<file path="src/rtl/disp_tgen_pkg.sv">
package disp_tgen_pkg;
  typedef enum logic [2:0] {
    RA_CTRL  = 3'd0,
    RA_HPOR  = 3'd1,
    RA_HSW   = 3'd2,
    RA_VPOR  = 3'd3,
    RA_VSW   = 3'd4,
    RA_SIZE  = 3'd5,
    RA_IEN   = 3'd6,
    RA_ICLR  = 3'd7
  } reg_addr_e;

  localparam int CB_GEN   = 0;
  localparam int CB_DGATE = 1;
  localparam int CB_HNEG  = 2;
  localparam int CB_VNEG  = 3;
  localparam int HI_LSB   = 16;
  localparam int VSW_BITS = 4;
  localparam int VSW_CAP  = 15;
endpackage

</file>
<file path="src/rtl/tgen_axis.sv">
module tgen_axis #(
  parameter int TW = 14
) (
  input  logic          clk,
  input  logic          rst,
  input  logic          run,
  input  logic          step,
  input  logic [TW-1:0] sync_len,
  input  logic [TW-1:0] bp_len,
  input  logic [TW-1:0] act_len,
  input  logic [TW-1:0] fp_len,
  output logic          in_sync,
  output logic          in_act,
  output logic          last_act,
  output logic          at_end,
  output logic [TW-1:0] act_idx
);
  logic [TW-1:0] pos;
  logic [TW-1:0] act_start, act_stop, total;

  always_comb begin
    act_start = sync_len + bp_len;
    act_stop  = act_start + act_len;
    total     = act_stop + fp_len;
    in_sync   = pos < sync_len;
    in_act    = (pos >= act_start) && (pos < act_stop);
    last_act  = pos == (act_stop - 1'b1);
    at_end    = pos >= (total - 1'b1);
    act_idx   = pos - act_start;
  end

  always_ff @(posedge clk) begin
    if (rst || !run) pos <= '0;
    else if (step)   pos <= at_end ? '0 : pos + 1'b1;
  end
endmodule

</file>
<file path="src/rtl/tgen_regs.sv">
module tgen_regs
  import disp_tgen_pkg::*;
#(
  parameter int CW = 12,
  parameter int TW = CW + 2,
  parameter int DEF_HSW = 1, parameter int DEF_HBP = 3,
  parameter int DEF_HACT = 7, parameter int DEF_HFP = 2,
  parameter int DEF_VSW = 0, parameter int DEF_VBP = 2,
  parameter int DEF_VACT = 3, parameter int DEF_VFP = 1
) (
  input  logic          clk,
  input  logic          rst,
  input  logic          wr_en,
  input  logic [2:0]    wr_addr,
  input  logic [31:0]   wr_data,
  input  logic [2:0]    rd_addr,
  output logic [31:0]   rd_data,
  input  logic          frame_evt,
  output logic          gen_en,
  output logic          dgate_en,
  output logic          hneg,
  output logic          vneg,
  output logic          stat_raw,
  output logic          int_en,
  output logic [TW-1:0] w_hsync, w_hbp, w_hact, w_hfp,
  output logic [TW-1:0] w_vsync, w_vbp, w_vact, w_vfp
);
  logic [CW-1:0]       s_hsw, s_hbp, s_hact, s_hfp;
  logic [CW-1:0]       s_vbp, s_vact, s_vfp;
  logic [VSW_BITS-1:0] s_vsw;
  logic [TW-1:0]       vsw_len;
  logic                clr_req;

  always_comb begin
    vsw_len = (int'(s_vsw) >= VSW_CAP) ? TW'(VSW_CAP) : TW'(s_vsw) + 1'b1;
    clr_req = wr_en && (wr_addr == RA_ICLR) && wr_data[0];
  end

  always_ff @(posedge clk) begin
    if (rst) begin
      {vneg, hneg, dgate_en, gen_en} <= '0;
      int_en <= 1'b0;
      s_hsw <= CW'(DEF_HSW); s_hbp <= CW'(DEF_HBP);
      s_hact <= CW'(DEF_HACT); s_hfp <= CW'(DEF_HFP);
      s_vsw <= VSW_BITS'(DEF_VSW); s_vbp <= CW'(DEF_VBP);
      s_vact <= CW'(DEF_VACT); s_vfp <= CW'(DEF_VFP);
    end else if (wr_en) begin
      unique case (wr_addr)
        RA_CTRL: {vneg, hneg, dgate_en, gen_en} <= wr_data[3:0];
        RA_HPOR: begin s_hbp <= wr_data[HI_LSB +: CW]; s_hfp <= wr_data[CW-1:0]; end
        RA_HSW:  s_hsw <= wr_data[CW-1:0];
        RA_VPOR: begin s_vbp <= wr_data[HI_LSB +: CW]; s_vfp <= wr_data[CW-1:0]; end
        RA_VSW:  s_vsw <= wr_data[VSW_BITS-1:0];
        RA_SIZE: begin s_vact <= wr_data[HI_LSB +: CW]; s_hact <= wr_data[CW-1:0]; end
        RA_IEN:  int_en <= wr_data[0];
        default: ;
      endcase
    end
  end

  // working set: loaded from shadow only at the frame-end event
  always_ff @(posedge clk) begin
    if (rst) begin
      w_hsync <= TW'(DEF_HSW + 1); w_hbp <= TW'(DEF_HBP);
      w_hact  <= TW'(DEF_HACT + 1); w_hfp <= TW'(DEF_HFP);
      w_vsync <= TW'(DEF_VSW + 1); w_vbp <= TW'(DEF_VBP);
      w_vact  <= TW'(DEF_VACT + 1); w_vfp <= TW'(DEF_VFP);
    end else if (frame_evt) begin
      w_hsync <= TW'(s_hsw) + 1'b1; w_hbp <= TW'(s_hbp);
      w_hact  <= TW'(s_hact) + 1'b1; w_hfp <= TW'(s_hfp);
      w_vsync <= vsw_len;            w_vbp <= TW'(s_vbp);
      w_vact  <= TW'(s_vact) + 1'b1; w_vfp <= TW'(s_vfp);
    end
  end

  // sticky status: a frame end on the same edge beats a clear
  always_ff @(posedge clk) begin
    if (rst)            stat_raw <= 1'b0;
    else if (frame_evt) stat_raw <= 1'b1;
    else if (clr_req)   stat_raw <= 1'b0;
  end

  always_ff @(posedge clk) begin
    if (rst) rd_data <= '0;
    else begin
      rd_data <= '0;
      unique case (rd_addr)
        RA_CTRL: rd_data[3:0] <= {vneg, hneg, dgate_en, gen_en};
        RA_HPOR: begin rd_data[HI_LSB +: CW] <= s_hbp; rd_data[CW-1:0] <= s_hfp; end
        RA_HSW:  rd_data[CW-1:0] <= s_hsw;
        RA_VPOR: begin rd_data[HI_LSB +: CW] <= s_vbp; rd_data[CW-1:0] <= s_vfp; end
        RA_VSW:  rd_data[VSW_BITS-1:0] <= s_vsw;
        RA_SIZE: begin rd_data[HI_LSB +: CW] <= s_vact; rd_data[CW-1:0] <= s_hact; end
        RA_IEN:  rd_data[0] <= int_en;
        RA_ICLR: rd_data[0] <= stat_raw & int_en;
        default: ;
      endcase
    end
  end

  assert_vsw_cap_R3: assert property (@(posedge clk) disable iff (rst)
    int'(w_vsync) <= VSW_CAP);
  assert_set_src_R7: assert property (@(posedge clk) disable iff (rst)
    $rose(stat_raw) |-> $past(frame_evt));
  assert_clear_R8: assert property (@(posedge clk) disable iff (rst)
    (clr_req && !frame_evt) |=> !stat_raw);
  assert_set_wins_R8: assert property (@(posedge clk) disable iff (rst)
    frame_evt |=> stat_raw);
endmodule

</file>
<file path="src/rtl/disp_tgen.sv">
module disp_tgen #(
  parameter int CW = 12
) (
  input  logic          clk,
  input  logic          rst,
  input  logic          wr_en,
  input  logic [2:0]    wr_addr,
  input  logic [31:0]   wr_data,
  input  logic [2:0]    rd_addr,
  output logic [31:0]   rd_data,
  output logic          hsync_o,
  output logic          vsync_o,
  output logic          de_o,
  output logic [CW-1:0] px_x,
  output logic [CW-1:0] px_y,
  output logic          frame_end_o,
  output logic          irq_o
);
  localparam int TW = CW + 2;

  logic gen_en, dgate_en, hneg, vneg, stat_raw, int_en;
  logic [TW-1:0] w_hsync, w_hbp, w_hact, w_hfp;
  logic [TW-1:0] w_vsync, w_vbp, w_vact, w_vfp;
  logic h_sync, h_act, h_last, h_end;
  logic v_sync, v_act, v_last, v_end;
  logic [TW-1:0] h_idx, v_idx;
  logic evt_q, both_act;

  tgen_regs #(.CW(CW), .TW(TW)) u_regs (
    .clk, .rst, .wr_en, .wr_addr, .wr_data, .rd_addr, .rd_data,
    .frame_evt(evt_q), .gen_en, .dgate_en, .hneg, .vneg, .stat_raw, .int_en,
    .w_hsync, .w_hbp, .w_hact, .w_hfp, .w_vsync, .w_vbp, .w_vact, .w_vfp
  );

  tgen_axis #(.TW(TW)) u_hax (
    .clk, .rst, .run(gen_en), .step(1'b1),
    .sync_len(w_hsync), .bp_len(w_hbp), .act_len(w_hact), .fp_len(w_hfp),
    .in_sync(h_sync), .in_act(h_act), .last_act(h_last), .at_end(h_end),
    .act_idx(h_idx)
  );

  tgen_axis #(.TW(TW)) u_vax (
    .clk, .rst, .run(gen_en), .step(h_end),
    .sync_len(w_vsync), .bp_len(w_vbp), .act_len(w_vact), .fp_len(w_vfp),
    .in_sync(v_sync), .in_act(v_act), .last_act(v_last), .at_end(v_end),
    .act_idx(v_idx)
  );

  assign both_act = gen_en && h_act && v_act;
  assign irq_o    = stat_raw & int_en;

  always_ff @(posedge clk) begin
    if (rst) begin
      hsync_o <= 1'b0; vsync_o <= 1'b0; de_o <= 1'b0;
      px_x <= '0; px_y <= '0; evt_q <= 1'b0; frame_end_o <= 1'b0;
    end else begin
      hsync_o     <= (gen_en && h_sync) ^ hneg;
      vsync_o     <= (gen_en && v_sync) ^ vneg;
      de_o        <= both_act && dgate_en;
      px_x        <= both_act ? h_idx[CW-1:0] : '0;
      px_y        <= both_act ? v_idx[CW-1:0] : '0;
      evt_q       <= gen_en && h_last && v_last;
      frame_end_o <= evt_q;
    end
  end

  assert_de_gen_R10: assert property (@(posedge clk) disable iff (rst)
    de_o |-> $past(gen_en) && $past(dgate_en));
  assert_idle_sync_R10: assert property (@(posedge clk) disable iff (rst)
    !$past(gen_en) |-> (hsync_o == $past(hneg)) && (vsync_o == $past(vneg)));
  assert_fe_pulse_R6: assert property (@(posedge clk) disable iff (rst)
    frame_end_o |=> !frame_end_o);
  assert_fe_no_de_R6: assert property (@(posedge clk) disable iff (rst)
    frame_end_o |-> !de_o);
  assert_irq_fe_R7: assert property (@(posedge clk) disable iff (rst)
    (frame_end_o && int_en) |-> irq_o);
endmodule

</file>
<file path="config.mk">
export PLATFORM = sky130hd
export DESIGN_NAME = disp_tgen
export DESIGN_NICKNAME = d
export VERILOG_FILES = /design/src/rtl/disp_tgen_pkg.sv /design/src/rtl/tgen_axis.sv /design/src/rtl/tgen_regs.sv /design/src/rtl/disp_tgen.sv
export SDC_FILE = /design/constraint.sdc
export NUM_CORES = 1
export LEC_CHECK = 0
export ABC_AREA = 0
export BUFFER_PORTS_ARGS = -buffer_cell sky130_fd_sc_hd__buf_2
export CAP_MARGIN = 25
export CORE_ASPECT_RATIO = 1.1
export CORE_MARGIN = 1
export CORE_UTILIZATION = 40
export DETAILED_ROUTE_END_ITERATION = 8
export PLACE_DENSITY = 0.68
export SYNTH_ARGS = -nofsm -noshare
export SYNTH_HDL_FRONTEND = slang
export SYNTH_HIERARCHICAL = 1
export SYNTH_SLANG_ARGS = --single-unit
export TNS_END_PERCENT = 10
</file>
<file path="constraint.sdc">
create_clock -name clk -period 14.9 [get_ports clk]
set_input_delay 0 -clock clk [delete_from_list [all_inputs] [get_ports clk]]
set_output_delay 0 -clock clk [all_outputs]
set_load 0.01 [all_outputs]
</file>
## Word-level counts from Yosys, hierarchy flattened

Index checks and enable logic that the tools add are counted.

| storage, ports and cells | value |
|---|---|
| register bits | 287 |
| latch bits | 0 |
| bits in writable memories | 0 |
| bits in read-only memories | 0 |
| bits of input ports | 41 |
| logic and storage cells | 113 |
| memories kept | 0 |

| operators by class | value |
|---|---|
| add/sub/neg operators | 18 |
| multipliers | 0 |
| div/mod/pow operators | 0 |
| order comparisons | 9 |
| eq/ne operators | 16 |
| shift-type cells | 0 |
| muxes and demuxes | 8 |
| bitwise logic cells | 4 |
| reductions and logical operators | 25 |

Operator list:

| kind | count |
|---|---|
| adder 14 x 12 -> 14 bit | 4 |
| >= comparator 14 bit | 4 |
| less-than comparator 14 bit | 4 |
| subtractor 14 x 1 -> 14 bit (second input constant) | 4 |
| adder 12 x 1 -> 13 bit (second input constant) | 3 |
| case mux 12 bit (3 select lines) | 1 |
| case mux 8 bit (4 select lines) | 1 |
| adder 14 x 1 -> 14 bit (second input constant) | 2 |
| adder 14 bit | 2 |
| equality test 14 bit | 2 |
| 2-to-1 mux 14 bit | 2 |
| equality test 3 bit (second input constant) | 8 |
| subtractor 12 bit | 2 |
| case mux 3 bit (6 select lines) | 1 |
| AND reduction 2 bit | 7 |
| equality test 3 x 2 -> 1 bit (second input constant) | 4 |
| logical AND 1 bit | 11 |
| case mux 1 bit (8 select lines) | 1 |
| equality test 3 x 1 -> 1 bit (second input constant) | 2 |
| logical NOT 3 bit | 2 |
| adder 4 x 1 -> 5 bit (second input constant) | 1 |
| >= comparator 4 bit (second input constant) | 1 |
| OR reduction 2 bit | 2 |
| 2-to-1 mux 1 bit | 2 |
| other kinds (6) | 7 |

## Depth between registers and ports, before layout

| depth | value |
|---|---|
| word-level depth | 8 |
| depth in mapped cells | 35 |
| depth with buffers taken out | 35 |

## Hierarchy

The synthesis kept the hierarchy.

Modules (own cells, without submodules):

| module | times used | cells each | area an instance (µm²) | sequential area each (µm²) |
|---|---|---|---|---|
| tgen_regs | 1 | 1005 | 8774.7 | 4184.0 |
| tgen_axis at u_hax | 1 | 603 | 4742.0 | 280.3 |
| tgen_axis at u_vax | 1 | 587 | 4580.6 | 280.3 |
| disp_tgen | 1 | 67 | 863.3 | 580.6 |

## Worst setup path before layout

OpenSTA, ideal clock, no wires.

| timing | value |
|---|---|
| path type | reg-to-reg |
| start | reg u_regs.w_hsync[0] |
| end | reg u_vax.pos[13] |
| arrival time | 6.362 ns |
| data required time | 14.771 ns |
| setup slack | 8.409 ns |
| cell stages (with the launch flop) | 35 |
| buffers on the path | 0 |
| cell sequence | dfxtp_1 ha_1 fa_1 a21o_1 a21oi_1 o21bai_1 a21oi_1 o21bai_1 a21oi_1 o21ai_0 or2_2 xor2_1 ha_1 nand3_1 a211oi_1 o21ai_0 nand2_1 xnor2_1 xnor2_1 ha_1 or2_2 a21oi_1 a31oi_1 xnor2_1 xnor2_1 ha_1 nand4_1 nor2_1 a221o_1 and3_1 and3_1 nand4_1 nor3_1 xnor2_1 nor2_1 |

| between the ends | value |
|---|---|
| cells in the longest elaborated chain, start to end | 5 |

RTL lines:

| element | RTL line | text |
|---|---|---|
| start: declaration | tgen_regs.sv:25 | `output logic [TW-1:0] w_hsync, w_hbp, w_hact, w_hfp,` |
| start signal: assignment | tgen_regs.sv:64 | `w_hsync <= TW'(DEF_HSW + 1); w_hbp <= TW'(DEF_HBP);` |
| start signal: assignment | tgen_regs.sv:69 | `w_hsync <= TW'(s_hsw) + 1'b1; w_hbp <= TW'(s_hbp);` |
| adder 14 x 12 -> 14 bit | tgen_axis.sv:22 | `act_start = sync_len + bp_len;` |
| adder 14 bit | tgen_axis.sv:23 | `act_stop = act_start + act_len;` |
| adder 14 x 12 -> 14 bit | tgen_axis.sv:24 | `total = act_stop + fp_len;` |
| subtractor 14 x 1 -> 14 bit | tgen_axis.sv:28 | `at_end = pos >= (total - 1'b1);` |
| >= comparator 14 bit | tgen_axis.sv:28 |  |
| named net h_end | disp_tgen.sv:24 | `logic h_sync, h_act, h_last, h_end;` |
| end signal: assignment | tgen_axis.sv:34 | `else if (step) pos <= at_end ? '0 : pos + 1'b1;` |
| end: declaration | tgen_axis.sv:18 | `logic [TW-1:0] pos;` |

The timed path passes the listed nets, and every way through them passes these cells.
A chain may end at the register's enable or synchronous reset.

## Worst setup path in the final report

Same ends and word-level chain as after synthesis.

==> qor.yml <==
layout:
  layout-drive-gt1-share: 0.108
  final_design_area_no_fill_um2: 21000
  fin_util: 0.451
  mostFrequentLayoutCells: "265 x dfxtp_1, 230 x nand2_1, 208 x ha_1"
  layout_commonest_cell: "dfxtp_1"
  syn2layout_area_growth_pct: 11.4
  antennaDiodeCount: 0
  nNetsFinal: 2570
global_route:
  grt-ovfl-total: 0
  antenna_found_initial: 0
  grt_pass1_wl_um: 82100
  first_global_vias: 15400
  grt_max_degree: 95
  grt_usage: 0.212
drt:
  antenna_left: 0
  wl_per_cell_um: 17.7
  via_count: 16100
  dr.pass1.iters: 5
  drt-initial-drc-count: 1207
  avgViaCountPerCell: 5.50
  wl_um: 51800
  drc_errors: 0
place:
  portBuffers: 85
  dp_hpwl_um: 39300
  pre_cts_ws_ns: 7.54
  gp_congestion: 0.878
  dpl_cell_area_um2: 19600
critical_path:
  critPathSlowestCell: "o41ai_1"
  max_stage_delay_ns: 0.50
  cp.depth: 35
  crit_path_end_kind: "flop"
  worstRegToRegCells: 35
  worst-endpoint-required_ns: 15.37
  worst_path_most_repeated_cell: "ha_1"
  start_kind: "flop"
  crit_start: "u_regs/w_hsync[0]"
  arrival_ns: 7.96
  crit_end: "u_vax/pos[13]"
  worst-path-buf-inv: 3
  path_delay_family: "compound AO/OA/AOI/OAI gates"
  cp_max_fo: 8
  r2r_setup_slack_ns: 7.40
  r2r-start: "u_regs/w_hsync[0]"
  regToRegEndpoint: "u_vax/pos[13]"
  worstSetupPathType: "flop to flop"
hold_path:
  min-delay-start: "rd_addr[0]"
  hp-class: "input port to flop"
  hold_depth: 4
timing:
  holdWs_ns: 0.178
  setup_tns_ns: 0
  setup_viol: 0
  period_share: 0.503
  fmax_mhz: 133
  drv_slew: 0
  tightestPinTransition_ns: 0.974
  skew_ns: 0.0314
  rsz0062_at_grt: "false"
  layout_setup_ws_ns: 7.40
  slew_headroom: 0.347
  finalCriticalPeriod_ns: 7.50
  hold_violations: 0
clock_network:
  cts_sinks: 266
  htree_num_levels: 1
  cts-root-buf: "clkbuf_16"
  numCtsBuffers: 29
  clock_path_buffers: 3
  clk_pin_slew_ns: 0.07
  clock_latency_ns: 0.59
  cts_tree: "built"
power_and_ir_drop:
  ir_drop_mv: 0.0778
  leakage_nw: 8.86
  p_per_area_nw_per_um2: 79.4
synthesis:
  synth_area_um2: 18800
  postSynthAreaPerCell_um2: 8.40
  synthCells: 2240
  yosys_warnings: 6
run_status:
  outcome: "complete, no violations"
floorplan:
  initial_utilization: 0.405
  core_area_um2: 46500
  die_area_um2: 47900
  die_x_um: 209
  fp-row-count: 83
  fp.dieH_um: 230
  num_io_pins: 102
run:
  drv_cap: 0
-- timing repair --
item	in CTS	in global routing
endpoints found under the hold margin	110	0
setup buffers	0	0
resized for setup	0	0
setup endpoints to repair	0	0
hold buffers	30	0
-- power by group --
part           internal, mW  leakage (nW)  switching [mW]
combinational        0.0594          6.21          0.0822
clock                 0.475         0.511           0.320
sequential            0.718          2.15         0.00992
total                  1.25          8.86           0.412
-- worst min-delay path by stage --
stage / to / slack (ns)
after floorplan: hsync_o / 0.07
after global placement: u_regs/s_vbp[11] / 0.27
after detailed placement: u_regs/s_vbp[11] / 0.27
after CTS: u_regs/rd_data[2] / 0.14
after global routing: u_regs/rd_data[2] / 0.21
final: u_regs/rd_data[10] / 0.18
-- area by class of cell --
type	instances	area [µm²]
Fill cell	4501	25600
Multi-Input combinational cell	1711	12300
Sequential cell	266	5330
Timing Repair Buffer	128	838
Clock buffer	37	806
Tap cell	595	744
Inverter	177	664
Clock inverter	16	251
-- tightest hold or removal path: stages --
cell and delay (ns):
buf_2 0.30, nand3b_1 0.17, a21oi_1 0.06, o21a_1 0.18
-- sequential cells by signal, indices dropped and copies added (netlist names), 13 cells and up --
register and count:
u_vax/pos 14, u_hax/pos 14, u_regs/w_hact 13, u_regs/w_vact 13
u_regs/rd_data 24, u_regs/w_hsync 13
-- stage by stage --
stage	power, mW	std cells
after global routing	1.72	2930
after global placement	0.872	2842
after floorplan	0.845	2274
after detailed placement	0.876	2846
final	1.66	2930
after CTS	1.67	2929
-- layer usage --
| metal | vias to the layer above | share of wire | GRT usage | wire [µm] |
|---|---|---|---|---|
| li1 | 7941 | - | - | - |
| met1 | 7639 | 0.47 | 0.292 | 24400 |
| met2 | 447 | 0.46 | 0.352 | 23800 |
| met3 | 82 | 0.049 | 0.0192 | 2520 |
| met4 | 0 | 0.021 | 0.0556 | 1090 |
| met5 | - | 0 | 0 | 0 |
No activity file was read; power rests on OpenSTA's default activity.
